==> src/rtl/esr_pkg.sv <==
package esr_pkg;
  typedef enum logic [2:0] {
    ST_READ,
    ST_PRG_ARM,
    ST_ER_WAIT,
    ST_ER_RUN,
    ST_SUSPING,
    ST_SUSP
  } esr_state_e;

  localparam logic [7:0] CMD_ERASE  = 8'h80;
  localparam logic [7:0] CMD_PROG   = 8'hA0;
  localparam logic [7:0] CMD_SUSP   = 8'hB0;
  localparam logic [7:0] CMD_RESUME = 8'h30;
  localparam logic [7:0] CMD_RESET  = 8'hF0;

  localparam logic [7:0] BAD_DATA   = 8'h00;
  localparam logic [7:0] ERASED     = 8'hFF;
  localparam logic [7:0] INIT_KEY   = 8'hA5;

  function automatic logic [7:0] status_byte(input logic t);
    return {1'b0, t, 6'b0};
  endfunction
endpackage

==> src/rtl/esr_cmd_fsm.sv <==
module esr_cmd_fsm
  import esr_pkg::*;
#(
  parameter int NUM_SECT  = 8,
  parameter int TMO_CYC   = 8,
  parameter int ERASE_CYC = 64,
  parameter int SUSP_LAT  = 3,
  localparam int SW  = $clog2(NUM_SECT),
  localparam int TCW = $clog2(TMO_CYC + 1),
  localparam int ECW = $clog2(ERASE_CYC + 1),
  localparam int LCW = $clog2(SUSP_LAT + 1)
) (
  input  logic                clk,
  input  logic                rst_n,
  input  logic                cmd_wr,
  input  logic [7:0]          cmd_byte,
  input  logic [SW-1:0]       cmd_sect,
  input  logic [NUM_SECT-1:0] prot_q,
  output esr_state_e          state_o,
  output logic [SW-1:0]       er_sect_o,
  output logic [ECW-1:0]      ecnt_o,
  output logic                prog_we,
  output logic                erase_done,
  output logic                abandon
);
  esr_state_e     state;
  logic [SW-1:0]  er_sect;
  logic [TCW-1:0] tcnt;
  logic [ECW-1:0] ecnt;
  logic [LCW-1:0] lcnt;

  logic sect_prot, is_susp, is_resume, is_reset;
  assign sect_prot = prot_q[cmd_sect];
  assign is_susp   = cmd_wr && (cmd_byte == CMD_SUSP);
  assign is_resume = cmd_wr && (cmd_byte == CMD_RESUME);
  assign is_reset  = cmd_wr && (cmd_byte == CMD_RESET);

  assign prog_we    = (state == ST_PRG_ARM) && cmd_wr && !is_reset && !sect_prot;
  assign erase_done = (state == ST_ER_RUN) && !is_susp && (ecnt == ECW'(ERASE_CYC - 1));
  assign abandon    = (state == ST_SUSP) && is_reset;

  always_ff @(posedge clk or negedge rst_n) begin
    if (!rst_n) begin
      state   <= ST_READ;
      er_sect <= '0;
      tcnt    <= '0;
      ecnt    <= '0;
      lcnt    <= '0;
    end else begin
      case (state)
        ST_READ: begin
          if (cmd_wr && cmd_byte == CMD_PROG) begin
            state <= ST_PRG_ARM;
          end else if (cmd_wr && cmd_byte == CMD_ERASE && !sect_prot) begin
            state   <= ST_ER_WAIT;
            er_sect <= cmd_sect;
            tcnt    <= '0;
            ecnt    <= '0;
          end
        end
        ST_PRG_ARM: begin
          if (cmd_wr) state <= ST_READ;
        end
        ST_ER_WAIT: begin
          if (is_susp) begin
            state <= ST_SUSPING;
            lcnt  <= '0;
          end else if (tcnt == TCW'(TMO_CYC - 1)) begin
            state <= ST_ER_RUN;
          end else begin
            tcnt <= tcnt + 1'b1;
          end
        end
        ST_ER_RUN: begin
          if (is_susp) begin
            state <= ST_SUSPING;
            lcnt  <= '0;
          end else if (erase_done) begin
            state <= ST_READ;
          end else begin
            ecnt <= ecnt + 1'b1;
          end
        end
        ST_SUSPING: begin
          if (lcnt == LCW'(SUSP_LAT - 1)) state <= ST_SUSP;
          else lcnt <= lcnt + 1'b1;
        end
        ST_SUSP: begin
          if (is_resume)     state <= ST_ER_RUN;
          else if (is_reset) state <= ST_READ;
        end
        default: state <= ST_READ;
      endcase
    end
  end

  assign state_o   = state;
  assign er_sect_o = er_sect;
  assign ecnt_o    = ecnt;
endmodule

==> src/rtl/esr_array.sv <==
module esr_array
  import esr_pkg::*;
#(
  parameter int NUM_SECT = 8,
  parameter int WPS      = 4,
  localparam int SW    = $clog2(NUM_SECT),
  localparam int WW    = $clog2(WPS),
  localparam int AW    = SW + WW,
  localparam int DEPTH = NUM_SECT * WPS
) (
  input  logic                clk,
  input  logic                rst_n,
  input  logic                prog_we,
  input  logic [AW-1:0]       addr,
  input  logic [7:0]          wdata,
  input  logic                erase_done,
  input  logic                abandon,
  input  logic [SW-1:0]       er_sect,
  input  logic                susp,
  input  logic                busy,
  input  logic                cfg_sel,
  input  logic                rd_req,
  input  logic [NUM_SECT-1:0] prot_q,
  output logic [7:0]          rdata,
  output logic                rvalid,
  output logic                tog
);
  logic [7:0]          mem [DEPTH];
  logic [NUM_SECT-1:0] inval;
  logic [SW-1:0]       rd_sect;
  logic [7:0]          prot_byte;

  assign rd_sect   = addr[AW-1:WW];
  assign prot_byte = 8'(prot_q);

  always_ff @(posedge clk or negedge rst_n) begin
    if (!rst_n) begin
      for (int i = 0; i < DEPTH; i++) mem[i] <= 8'(i) ^ INIT_KEY;
    end else begin
      if (prog_we) mem[addr] <= wdata;
      if (erase_done) begin
        for (int w = 0; w < WPS; w++) mem[{er_sect, WW'(w)}] <= ERASED;
      end
    end
  end

  for (genvar s = 0; s < NUM_SECT; s++) begin : g_inval
    always_ff @(posedge clk or negedge rst_n) begin
      if (!rst_n)                                  inval[s] <= 1'b0;
      else if (abandon && er_sect == SW'(s))       inval[s] <= 1'b1;
      else if (erase_done && er_sect == SW'(s))    inval[s] <= 1'b0;
    end
  end

  always_ff @(posedge clk or negedge rst_n) begin
    if (!rst_n) begin
      rdata  <= '0;
      rvalid <= 1'b0;
      tog    <= 1'b0;
    end else begin
      rvalid <= rd_req;
      if (rd_req) begin
        if (cfg_sel) begin
          rdata <= prot_byte;
        end else if (busy) begin
          rdata <= status_byte(tog);
          tog   <= ~tog;
        end else if (inval[rd_sect] || (susp && rd_sect == er_sect)) begin
          rdata <= BAD_DATA;
        end else begin
          rdata <= mem[addr];
        end
      end
    end
  end
endmodule

==> src/rtl/erase_susp_ctrl.sv <==
module erase_susp_ctrl
  import esr_pkg::*;
#(
  parameter int NUM_SECT  = 8,
  parameter int WPS       = 4,
  parameter int TMO_CYC   = 8,
  parameter int ERASE_CYC = 64,
  parameter int SUSP_LAT  = 3,
  localparam int SW  = $clog2(NUM_SECT),
  localparam int WW  = $clog2(WPS),
  localparam int AW  = SW + WW,
  localparam int ECW = $clog2(ERASE_CYC + 1)
) (
  input  logic                clk,
  input  logic                rst_n,
  input  logic                cs,
  input  logic                wr,
  input  logic                rd,
  input  logic                cfg_sel,
  input  logic [AW-1:0]       addr,
  input  logic [7:0]          wdata,
  input  logic [NUM_SECT-1:0] prot_cfg,
  input  logic                prot_ld,
  output logic [7:0]          rdata,
  output logic                rvalid
);
  logic                cmd_wr, rd_req;
  logic [SW-1:0]       cmd_sect, er_sect;
  logic [NUM_SECT-1:0] prot_q;
  esr_state_e          st;
  logic [ECW-1:0]      ecnt;
  logic                prog_we, erase_done, abandon, busy, susp, tog;

  assign cmd_wr   = cs && wr && !cfg_sel;
  assign rd_req   = cs && rd;
  assign cmd_sect = addr[AW-1:WW];
  assign busy     = (st == ST_ER_WAIT) || (st == ST_ER_RUN) || (st == ST_SUSPING);
  assign susp     = (st == ST_SUSP);

  always_ff @(posedge clk or negedge rst_n) begin
    if (!rst_n)       prot_q <= '0;
    else if (prot_ld) prot_q <= prot_cfg;
  end

  esr_cmd_fsm #(
    .NUM_SECT(NUM_SECT), .TMO_CYC(TMO_CYC),
    .ERASE_CYC(ERASE_CYC), .SUSP_LAT(SUSP_LAT)
  ) u_fsm (
    .clk(clk), .rst_n(rst_n), .cmd_wr(cmd_wr), .cmd_byte(wdata),
    .cmd_sect(cmd_sect), .prot_q(prot_q), .state_o(st),
    .er_sect_o(er_sect), .ecnt_o(ecnt), .prog_we(prog_we),
    .erase_done(erase_done), .abandon(abandon)
  );

  esr_array #(.NUM_SECT(NUM_SECT), .WPS(WPS)) u_arr (
    .clk(clk), .rst_n(rst_n), .prog_we(prog_we), .addr(addr),
    .wdata(wdata), .erase_done(erase_done), .abandon(abandon),
    .er_sect(er_sect), .susp(susp), .busy(busy), .cfg_sel(cfg_sel),
    .rd_req(rd_req), .prot_q(prot_q), .rdata(rdata), .rvalid(rvalid),
    .tog(tog)
  );
endmodule

==> config.mk <==
export PLATFORM = sky130hd
export DESIGN_NAME = erase_susp_ctrl
export DESIGN_NICKNAME = d
export VERILOG_FILES = /design/src/rtl/esr_pkg.sv /design/src/rtl/esr_cmd_fsm.sv /design/src/rtl/esr_array.sv /design/src/rtl/erase_susp_ctrl.sv
export SDC_FILE = /design/constraint.sdc
export NUM_CORES = 1
export LEC_CHECK = 0
export BUFFER_PORTS_ARGS = -buffer_cell sky130_fd_sc_hd__buf_2
export CAP_MARGIN = 10
export CORE_MARGIN = 3
export CORE_UTILIZATION = 61
export DETAILED_ROUTE_END_ITERATION = 16
export PLACE_DENSITY = 0.78
export SLEW_MARGIN = 20
export SYNTH_ARGS = -nofsm -noshare
export SYNTH_HDL_FRONTEND = slang
export SYNTH_SLANG_ARGS = --single-unit
==> constraint.sdc <==
create_clock -name clk -period 3.1 [get_ports clk]
set_input_delay 0.31 -clock clk [delete_from_list [all_inputs] [get_ports clk]]
set_output_delay 0.31 -clock clk [all_outputs]
set_load 0.005 [all_outputs]
# After elaboration in Yosys (flattened, before gate mapping)
# Cells that the tools add are included.
[classes] addsub=3 multipliers=0 div=0 n_lt_le_gt_ge=11 eq_ne=35 shifts=0 n_mux=63 n_bitwise=12 n_reduce_logical=64
[ops] operator="bitwise OR 256 bit" count=4
[ops] operator="two-way mux 256 bit" count=2
[ops] operator="bitwise mux 256 bit" count=1
[ops] operator="demux 8 bit (select 5 bit)" count=5
[ops] operator="two-way mux 8 bit" count=10
[ops] operator="binary-select mux 8 bit (select 5 bit)" count=1
[ops] operator="logical AND 1 bit" count=37
[ops] operator="== test 8 bit, second input constant" count=4
[ops] operator="greater-or-equal comparator 6 bit, second input constant" count=5
[ops] operator="< comparator 6 x 1 -> 1 bit, second input constant" count=5
[ops] operator="two-way mux 3 bit" count=10
[ops] operator="inverter 5 -> 6 bit" count=5
[ops] operator="two-way mux 7 bit" count=4
[ops] operator="nonzero test 2 bit" count=11
[ops] operator="== test 3 bit, second input constant" count=6
[ops] operator="two-way mux 1 bit" count=18
[ops] operator="one-hot mux 3 bit (6 select lines)" count=1
[ops] operator="two-way mux 4 bit" count=4
[ops] operator="one-hot mux 7 bit (2 select lines)" count=1
[ops] operator="== test 3 x 2 -> 1 bit, second input constant" count=4
[ops] operator="inequality test 2 bit, second input constant" count=6
[ops] operator="AND reduction 5 bit" count=2
[ops] operator="inequality test 3 x 1 -> 1 bit, second input constant" count=3
[ops] operator="AND reduction 3 bit" count=3
[ops] operator="22 further kinds" count=36
[totals] reg_bits=301 latchBits=0 ram_bits=0 romBits=0 inputBits=28 out_inout_bits=9 n_memories=0

# Logic depth before layout (Yosys ltp)
# Gate-level depths: netlist (run 1).
[depth] depth_word=12 ltp_mapped=9 depth_no_buf=6

# Modules after synthesis
# From an unflattened synthesis (run 1), not the netlist that was laid out.
[unflattened] cells_unflattened=1687 area_unflattened_um2=15357.2
[modules_own_cells] mod="esr_array" instances=1 cells_each=1533 area_per_inst_um2=13718.2 seq_area_each_um2=7036.7
[modules_own_cells] mod="esr_cmd_fsm" instances=1 cells_each=130 area_per_inst_um2=1270.0 seq_area_each_um2=475.5
[modules_own_cells] mod="erase_susp_ctrl" instances=1 cells_each=24 area_per_inst_um2=369.1 seq_area_each_um2=200.2

# Worst setup path after synthesis (run 1)
# Ideal clock, no wire load.
[synth_path] path_kind="input to register" start="input port addr[3]" end="register u_arr.mem[235] (netlist name)" arrival_ps=2453 slack_ps=521 stages=7 path_buffers=2 cell_sequence="clkbuf_1 -> mux4_2 -> mux2i_1 -> and4_1 -> clkbuf_1 -> nand2_1 -> a221o_1"
[synth_between] elab_chain_cells=12 word_cells_on_any_way=17 classes_between="order compare: 2; mux: 7; bitwise: 5; reduce/logical: 3"
[synth_rtl] element="start, declared" line="erase_susp_ctrl.sv:20" source="input logic [AW-1:0] addr,"
[synth_rtl] element="inverter 5 -> 6 bit (implied by the code)" line="esr_array.sv:40" source="if (prog_we) mem[addr] <= wdata;"
[synth_rtl] element="greater-or-equal comparator 6 bit (implied by the code) / < comparator 6 x 1 -> 1 bit (equally long branches)" line="esr_array.sv:40"
[synth_rtl] element="logical AND 1 bit (implied by the code)" line="esr_array.sv:40"
[synth_rtl] element="two-way mux 8 bit (implied by the code)" line="esr_array.sv:40"
[synth_rtl] element="demux 8 bit (select 5 bit)" line="esr_array.sv:40"
[synth_rtl] element="bitwise mux 256 bit" line="esr_array.sv:40"
[synth_rtl] element="two-way mux 256 bit (*)" line="esr_array.sv:40"
[synth_rtl] element="bitwise OR 256 bit (no line) (4 in a row)"
[synth_rtl] element="two-way mux 256 bit (*)" line="esr_array.sv:41" source="if (erase_done) begin"
[synth_rtl] element="end signal, assigned by index" line="esr_array.sv:40"
[synth_rtl] element="end, declared" line="esr_array.sv:28" source="logic [7:0] mem [DEPTH];"
# Every way passes the cells marked *; elsewhere a longest branch is shown, timed or not. The select of a mux whose other input is x is not followed.
# A chain may end at the register's enable or synchronous reset.

# Worst setup path in the final report (run 1)
[layout_path] start="register prot_q[7]" end="register u_arr.mem[158] (netlist name)"
[layout_between] elab_chain_cells=10
[layout_rtl] element="start, declared" line="erase_susp_ctrl.sv:29" source="logic [NUM_SECT-1:0] prot_q;"
[layout_rtl] element="start signal, assigned" line="erase_susp_ctrl.sv:42" source="else if (prot_ld) prot_q <= prot_cfg;"
[layout_rtl] element="binary-select mux 1 bit (select 3 bit) (*)" line="esr_cmd_fsm.sv:33" source="assign sect_prot = prot_q[cmd_sect];"
[layout_rtl] element="two-way mux 1 bit (implied by the code) (*)" line="esr_cmd_fsm.sv:33"
[layout_rtl] element="logical NOT 1 bit (*)" line="esr_cmd_fsm.sv:38" source="assign prog_we = (state == ST_PRG_ARM) && cmd_wr && !is_reset && !sect_prot;"
[layout_rtl] element="logical AND 1 bit (*)" line="esr_cmd_fsm.sv:38"
[layout_rtl] element="two-way mux 256 bit (*)" line="esr_array.sv:40"
[layout_rtl] element="bitwise OR 256 bit (no line) (4 in a row)"
[layout_rtl] element="two-way mux 256 bit (*)" line="esr_array.sv:41"
# Marked as above.

==> flow_summary.toml, run 1 <==
[setup_path]
crit_fanout = 36
path_class = "reg -> reg"
worst_ep_required_time_ns = 3.53
critPathCaptureType = "flip-flop"
crit_slowest_cell = "mux4_2"
start_kind = "flip-flop"
cp.arrival_ns = 3.27
slowest_delay_ns = 0.49
cp_cell_sequence = "mux4_2 -> mux2i_1 -> and4_1 -> buf_4 -> nand2_1 -> a221o_1"

[synthesis]
netlist_area_um2 = 15100
synth.distinct_cells = 54
syn_inst = 1381
synthMuxAreaShare_pct = 10.1
synth-compound-area-share_pct = 23.2
yosysWarnings = 0
synthAdderAreaFrac_pct = 0.249
synth-xor-area-share_pct = 0.698
yosys_most_used_dff = "dfrtp_1"
syn_avg_cell_area_um2 = 10.9
synth_seq_cells = 301
async_flop_share_pct = 100
yosysSeqAreaShare_pct = 51.2
syn_nets = 1412
synth-simple-area-share_pct = 10.8
synth_top_family_by_area = "compound AO/OA/AOI/OAI gates"
synth-edff-count = 0

[floorplan]
pin_count = 37
start_util_pct = 63.0
std_cell_rows = 56
die_h_um = 163
die_width_um = 163
core_um2 = 23900
dieArea_um2 = 26600

[status]
outcome = "completed"

[layout]
area_growth_pct = 12.4
layout_common_cells = "dfrtp_1, dfstp_2, o21ai_0, mux2i_1, a221o_1"
diodes = 0
drive_above_1_share_pct = 23.2
fin_nets = 1414
design_area_um2 = 16900
layout_commonest_cell = "dfrtp_1"

[sta]
max_slew.worst_pin.slew_ns = 1.07
rsz0062_at_grt = "no"
setup_tns_ns = 0
skew_ns = 0.0209
hold_violations = 0
period_needed_ns = 2.84
maxSlewViolCount = 0
fmax_mhz = 352
slew_headroom_pct = 27.9
setup_viol = 0
period_share_pct = 91.7

[cts]
postCtsSetupBuffers = 0
htree_num_levels = 1
clock_sinks = 301
cts_resized = 0
clock_path_buffers = 3
ctsHoldBuffers = 8
clockRootBuffer = "clkbuf_16"
cts_buffers = 31
clk_latency_ns = 0.56
cts_tree = "yes"
cts.clk_slew.worst_paths_ns = 0.06

[drt]
dr.pass1.iters = 5
via_per_inst = 7.35
drt-initial-drc-count = 1993
num_vias = 12679
post_drt_wl_per_cell_um = 27.1
drc = 0
wl_um = 46800
ant_nets = 0

[placement]
gp_congestion = 0.948
dp_hpwl_um = 31600
portBuffers = 36
dpl_cell_area_um2 = 15800

[grt]
grt_max_degree = 95
grtUsageTotal_pct = 35.5
grt_overflow = 0
grt_pass1_vias = 12371
grt_pass1_wl_um = 73500
antenna_found_initial = 0

[pwr]
power.density_nw_per_um2 = 587
ir_worst_vdd_v = 0.000520
p_leak_nw = 6.88

[min_path]
hold_class = "in -> reg"

[job]
cap_violations = 0
per-stage QoR:
stage / power [mW] / cells / utilization, % / hold WS, ns / setup WS, ns
6_report: 9.94 / 1726 / 70.9 / 0.0115 / 0.257
3_5_place_dp: 6.02 / 1661 / 66.0 / 0.406 / 0.144
3_3_place_gp: 5.95 / 1661 / 66.0 / 0.400 / 0.202
4_1_cts: 9.92 / 1726 / 70.8 / 0.00540 / 0.360
5_1_grt: 10.3 / 1726 / 70.9 / 0.0241 / 0.168
2_1_floorplan: 5.49 / 1381 / - / 0.0144 / 0.521
layout make-up:
class,count,area [µm²]
clock buffer,44,905
inverter,4,15.0
multi-input combinational,935,6810
sequential,301,7710
fill,1674,6960
clock inverter,13,179
tap,319,399
timing repair buffer,110,910
per-layer routing:
metal	track usage (%)	part of all wire (%)	vias up
li1	-	-	5368
met1	50.7	40	6289
met2	53.5	44	841
met3	7.10	11	181
met4	15.0	5.4	0
met5	0	0	-
cells by family after synthesis:
logic type               Yosys count
flip-flops                       301
AO/OA/AOI/OAI                    482
adder cells (fa/ha/maj)            3
multiplexers                     146
XOR/XNOR                          12
buffers and inverters            145
AND/OR/NAND/NOR                  292
registers in the layout, summed over array words and instances, names as in the netlist:
register / cells
prot_q: 8
u_fsm.ecnt_o: 7
u_arr.rdata: 8
u_fsm.lcnt: 2
u_fsm.er_sect_o: 3
u_fsm.tcnt: 4
u_arr.inval: 8
u_fsm.state_o: 3
u_arr.rvalid: 1
u_arr.tog: 1
u_arr.mem: 256
synth_stat cells, drive strengths merged, types with 11 or more instances:
master / instances / share of area, %
nor4: 22 / 0.91
and3: 13 / 0.54
mux2i: 130 / 8.6
o211ai: 120 / 6.0
and2: 33 / 1.4
nand3: 14 / 0.47
dfrtp: 157 / 26
clkbuf: 101 / 2.5
o22ai: 65 / 2.7
nand2: 98 / 2.4
a221o: 128 / 8.5
buf: 40 / 1.2
mux2: 13 / 0.97
nor2: 21 / 0.52
nor3: 15 / 0.50
o21ai: 142 / 4.7
or4: 11 / 0.55
dfstp: 144 / 25
power by group:
part           total [mW]  internal, mW  switching (mW)
Combinational        1.39         0.604           0.784
Clock                3.93          2.36            1.57
Sequential           4.61          4.36           0.254
critical path, delay by kind of cell, from the launching register on:
family / cells / cell delay (ns)
compound gates: 1 / 0.38
buf+inv: 1 / 0.39
mux: 2 / 0.91
flops: 1 / 0.39
simple gates: 2 / 0.61
path summary, 6_finish.rpt:
path	startpoint	to	slack, ns	cells after the start
setup / recovery	prot_q[7]	u_arr.mem[158]	0.26	6
hold / removal	prot_cfg[5]	prot_q[5]	0.01	2
setup reg to reg	prot_q[7]	u_arr.mem[158]	0.26	6
hold reg to reg	u_arr.tog	u_arr.tog	0.46	1
max in group asynchronous	rst_n	u_arr.mem[242]	1.81	3
min in group asynchronous	rst_n	u_arr.rdata[2]	0.39	2
Power figures use the tool's default switching activity.
==> inputs of run 2 (changes only) <==
--- a/config.mk
+++ b/config.mk
@@ -5,6 +5,7 @@
 export SDC_FILE = /design/constraint.sdc
 export NUM_CORES = 1
 export LEC_CHECK = 0
+export ABC_AREA = 1
 export BUFFER_PORTS_ARGS = -buffer_cell sky130_fd_sc_hd__buf_2
 export CAP_MARGIN = 10
 export CORE_MARGIN = 3
==> flow_summary.toml, run 2 <==
[drt]
drc = 0
post_drt_wl_per_cell_um = 19.3
ant_nets = 0
wl_um = 51800
drt-initial-drc-count = 2307
num_vias = 16724
via_per_inst = 6.24
dr.pass1.iters = 6

[synthesis]
synth_seq_cells = 301
async_flop_share_pct = 100
yosysWarnings = 0
synth.distinct_cells = 35
netlist_area_um2 = 17300
syn_inst = 2323
yosysSeqAreaShare_pct = 44.7
synth.area.top_cells = "dfrtp_1, dfstp_2, nand2_1, nand3_1, nand4_1"
synth_common_cells = "nand2_1, nand3_1, nand4_1, dfrtp_1, dfstp_2"
synth_top_area_cell = "dfrtp_1"
synth-edff-count = 0
yosys_most_used_dff = "dfrtp_1"
yosysMostFrequentCell = "nand2_1"
synth_top_area_share_pct = 22.8
syn_avg_cell_area_um2 = 7.43
syn_nets = 2354

[setup_path]
critPathCaptureType = "flip-flop"
slowest_delay_ns = 0.42
cp_common_cell = "nand3_1"
path_class = "reg -> reg"
start_kind = "flip-flop"
cp.arrival_ns = 3.17
worst_ep_required_time_ns = 3.48
crit_fanout = 107
crit_slowest_cell = "buf_12"
cp_cell_sequence = "inv_1 -> nand3_1 -> inv_1 -> nand3_1 -> nor2_8 -> buf_16 -> buf_12 -> nand3_2 -> nand2_1 -> nand3_1"

[grt]
grt_overflow = 0
antenna_found_initial = 1
grtUsageTotal_pct = 33.8
grt_max_degree = 123
grt_pass1_vias = 15726
grt_pass1_wl_um = 84300

[floorplan]
die_width_um = 174
dieArea_um2 = 30400
core_um2 = 27400
pin_count = 37
die_h_um = 174
std_cell_rows = 60
start_util_pct = 63.0

[sta]
max_slew.worst_pin.slew_ns = 0.908
hold_slack_ns = 0.0215
slew_headroom_pct = 39.4
period_needed_ns = 2.79
fin_ws_ns = 0.311
period_share_pct = 90.0
fmax_mhz = 359
hold_violations = 0
maxSlewViolCount = 0
skew_ns = 0.0154
setup_viol = 0
rsz0062_at_grt = "no"

[job]
cap_violations = 0

[layout]
fin_nets = 2310
fill_cells = 2278
drive_above_1_share_pct = 16.5
largest_reg_flops = 256
area_growth_pct = 9.62
layout_common_cells = "nand2_1, nand3_1, nand4_1, dfrtp_1, dfstp_2"
layout_commonest_cell = "nand2_1"
regMostFlops = "u_arr.mem"

[placement]
gp_congestion = 0.940
pre_cts_ws_ns = -0.0467
portBuffers = 36
dp_hpwl_um = 31600

[pwr]
ir_worst_vdd_v = 0.000426
p_leak_nw = 8.83
power.density_nw_per_um2 = 513

[cts]
clk_latency_ns = 0.53
cts.clk_slew.worst_paths_ns = 0.06
cts_resized = 0
postCtsSetupBuffers = 0
htree_num_levels = 2
clock_sinks = 301
cts_buffers = 36
ctsHoldBuffers = 1
clockRootBuffer = "clkbuf_16"
clock_path_buffers = 3
cts_tree = "yes"

[min_path]
hold_class = "in -> reg"

[status]
outcome = "completed"
==> run 2: cells by family (layout without fill, tap and decap cells) <==
group | Yosys count | in the layout | synth area share [%]
AND/OR/NAND/NOR | 1550 | 1550 | 39.7
flip-flops | 301 | 301 | 44.7
buffers and inverters | 245 | 228 | 6.22
AO/OA/AOI/OAI | 178 | 178 | 6.33
multiplexers | 40 | 40 | 2.60
XOR/XNOR | 6 | 6 | 0.304
adder cells (fa/ha/maj) | 3 | 3 | 0.217
other | 0 | 1 | 0
==> run 2: worst max-delay path, delay by kind of cell, from the launching register on <==
family | cells | cell delay, ns
buf+inv | 4 | 0.95
flops | 1 | 0.40
simple gates | 6 | 1.22
==> run 2: worst paths after layout <==
check,start,endpoint,slack [ns],cells after the start
setup / recovery,u_fsm.state_o[1],u_arr.mem[202],0.31,10
hold / removal,prot_cfg[2],prot_q[2],0.02,3
setup reg to reg,u_fsm.state_o[1],u_arr.mem[202],0.31,10
hold reg to reg,u_arr.rdata[6],u_arr.rdata[6],0.47,2
max in group asynchronous,rst_n,u_arr.mem[148],1.89,3
min in group asynchronous,rst_n,u_arr.mem[126],0.19,2
==> run 2: layout make-up <==
cell class | instances | area, µm² | share of cell area [%]
multi-input cells | 1777 | 8520 | 45.0
well taps | 372 | 465 | 2.46
clock inverters | 7 | 71.3 | 0.377
inverters | 60 | 225 | 1.19
clock buffers | 58 | 1080 | 5.73
repair buffers | 103 | 841 | 4.44
flip-flops and latches | 301 | 7710 | 40.8
diodes | 1 | 2.50 | 0.0132
==> run 2: metrics by stage <==
step                utilization [%]  std cells  area, µm²  TNS (ns)  power [mW]
floorplan                         -       2323      17300         0        5.13
global placement               64.7       2611      17700  -0.00685        5.52
detailed placement             64.7       2611      17700    -0.719        5.56
CTS                            69.0       2677      18900         0        9.71
global route                   69.1       2679      18900         0        10.0
finish                         69.1       2679      18900         0        9.71
==> run 2: metal layers <==
metal / up-vias / global-route usage [%] / part of all wire, %
met4: 0 / 12.2 / 3.4
met3: 141 / 5.90 / 9.6
met2: 868 / 52.7 / 46
li1: 7701 / - / -
met5: - / 0 / 0
met1: 8014 / 47.8 / 41
==> run 2: report_power, final <==
group	total, mW	switching, mW	internal (mW)	leakage, nW
registers	4.31	0.142	4.17	3.61
logic	1.22	0.858	0.361	4.65
clock network	4.18	1.69	2.48	0.568
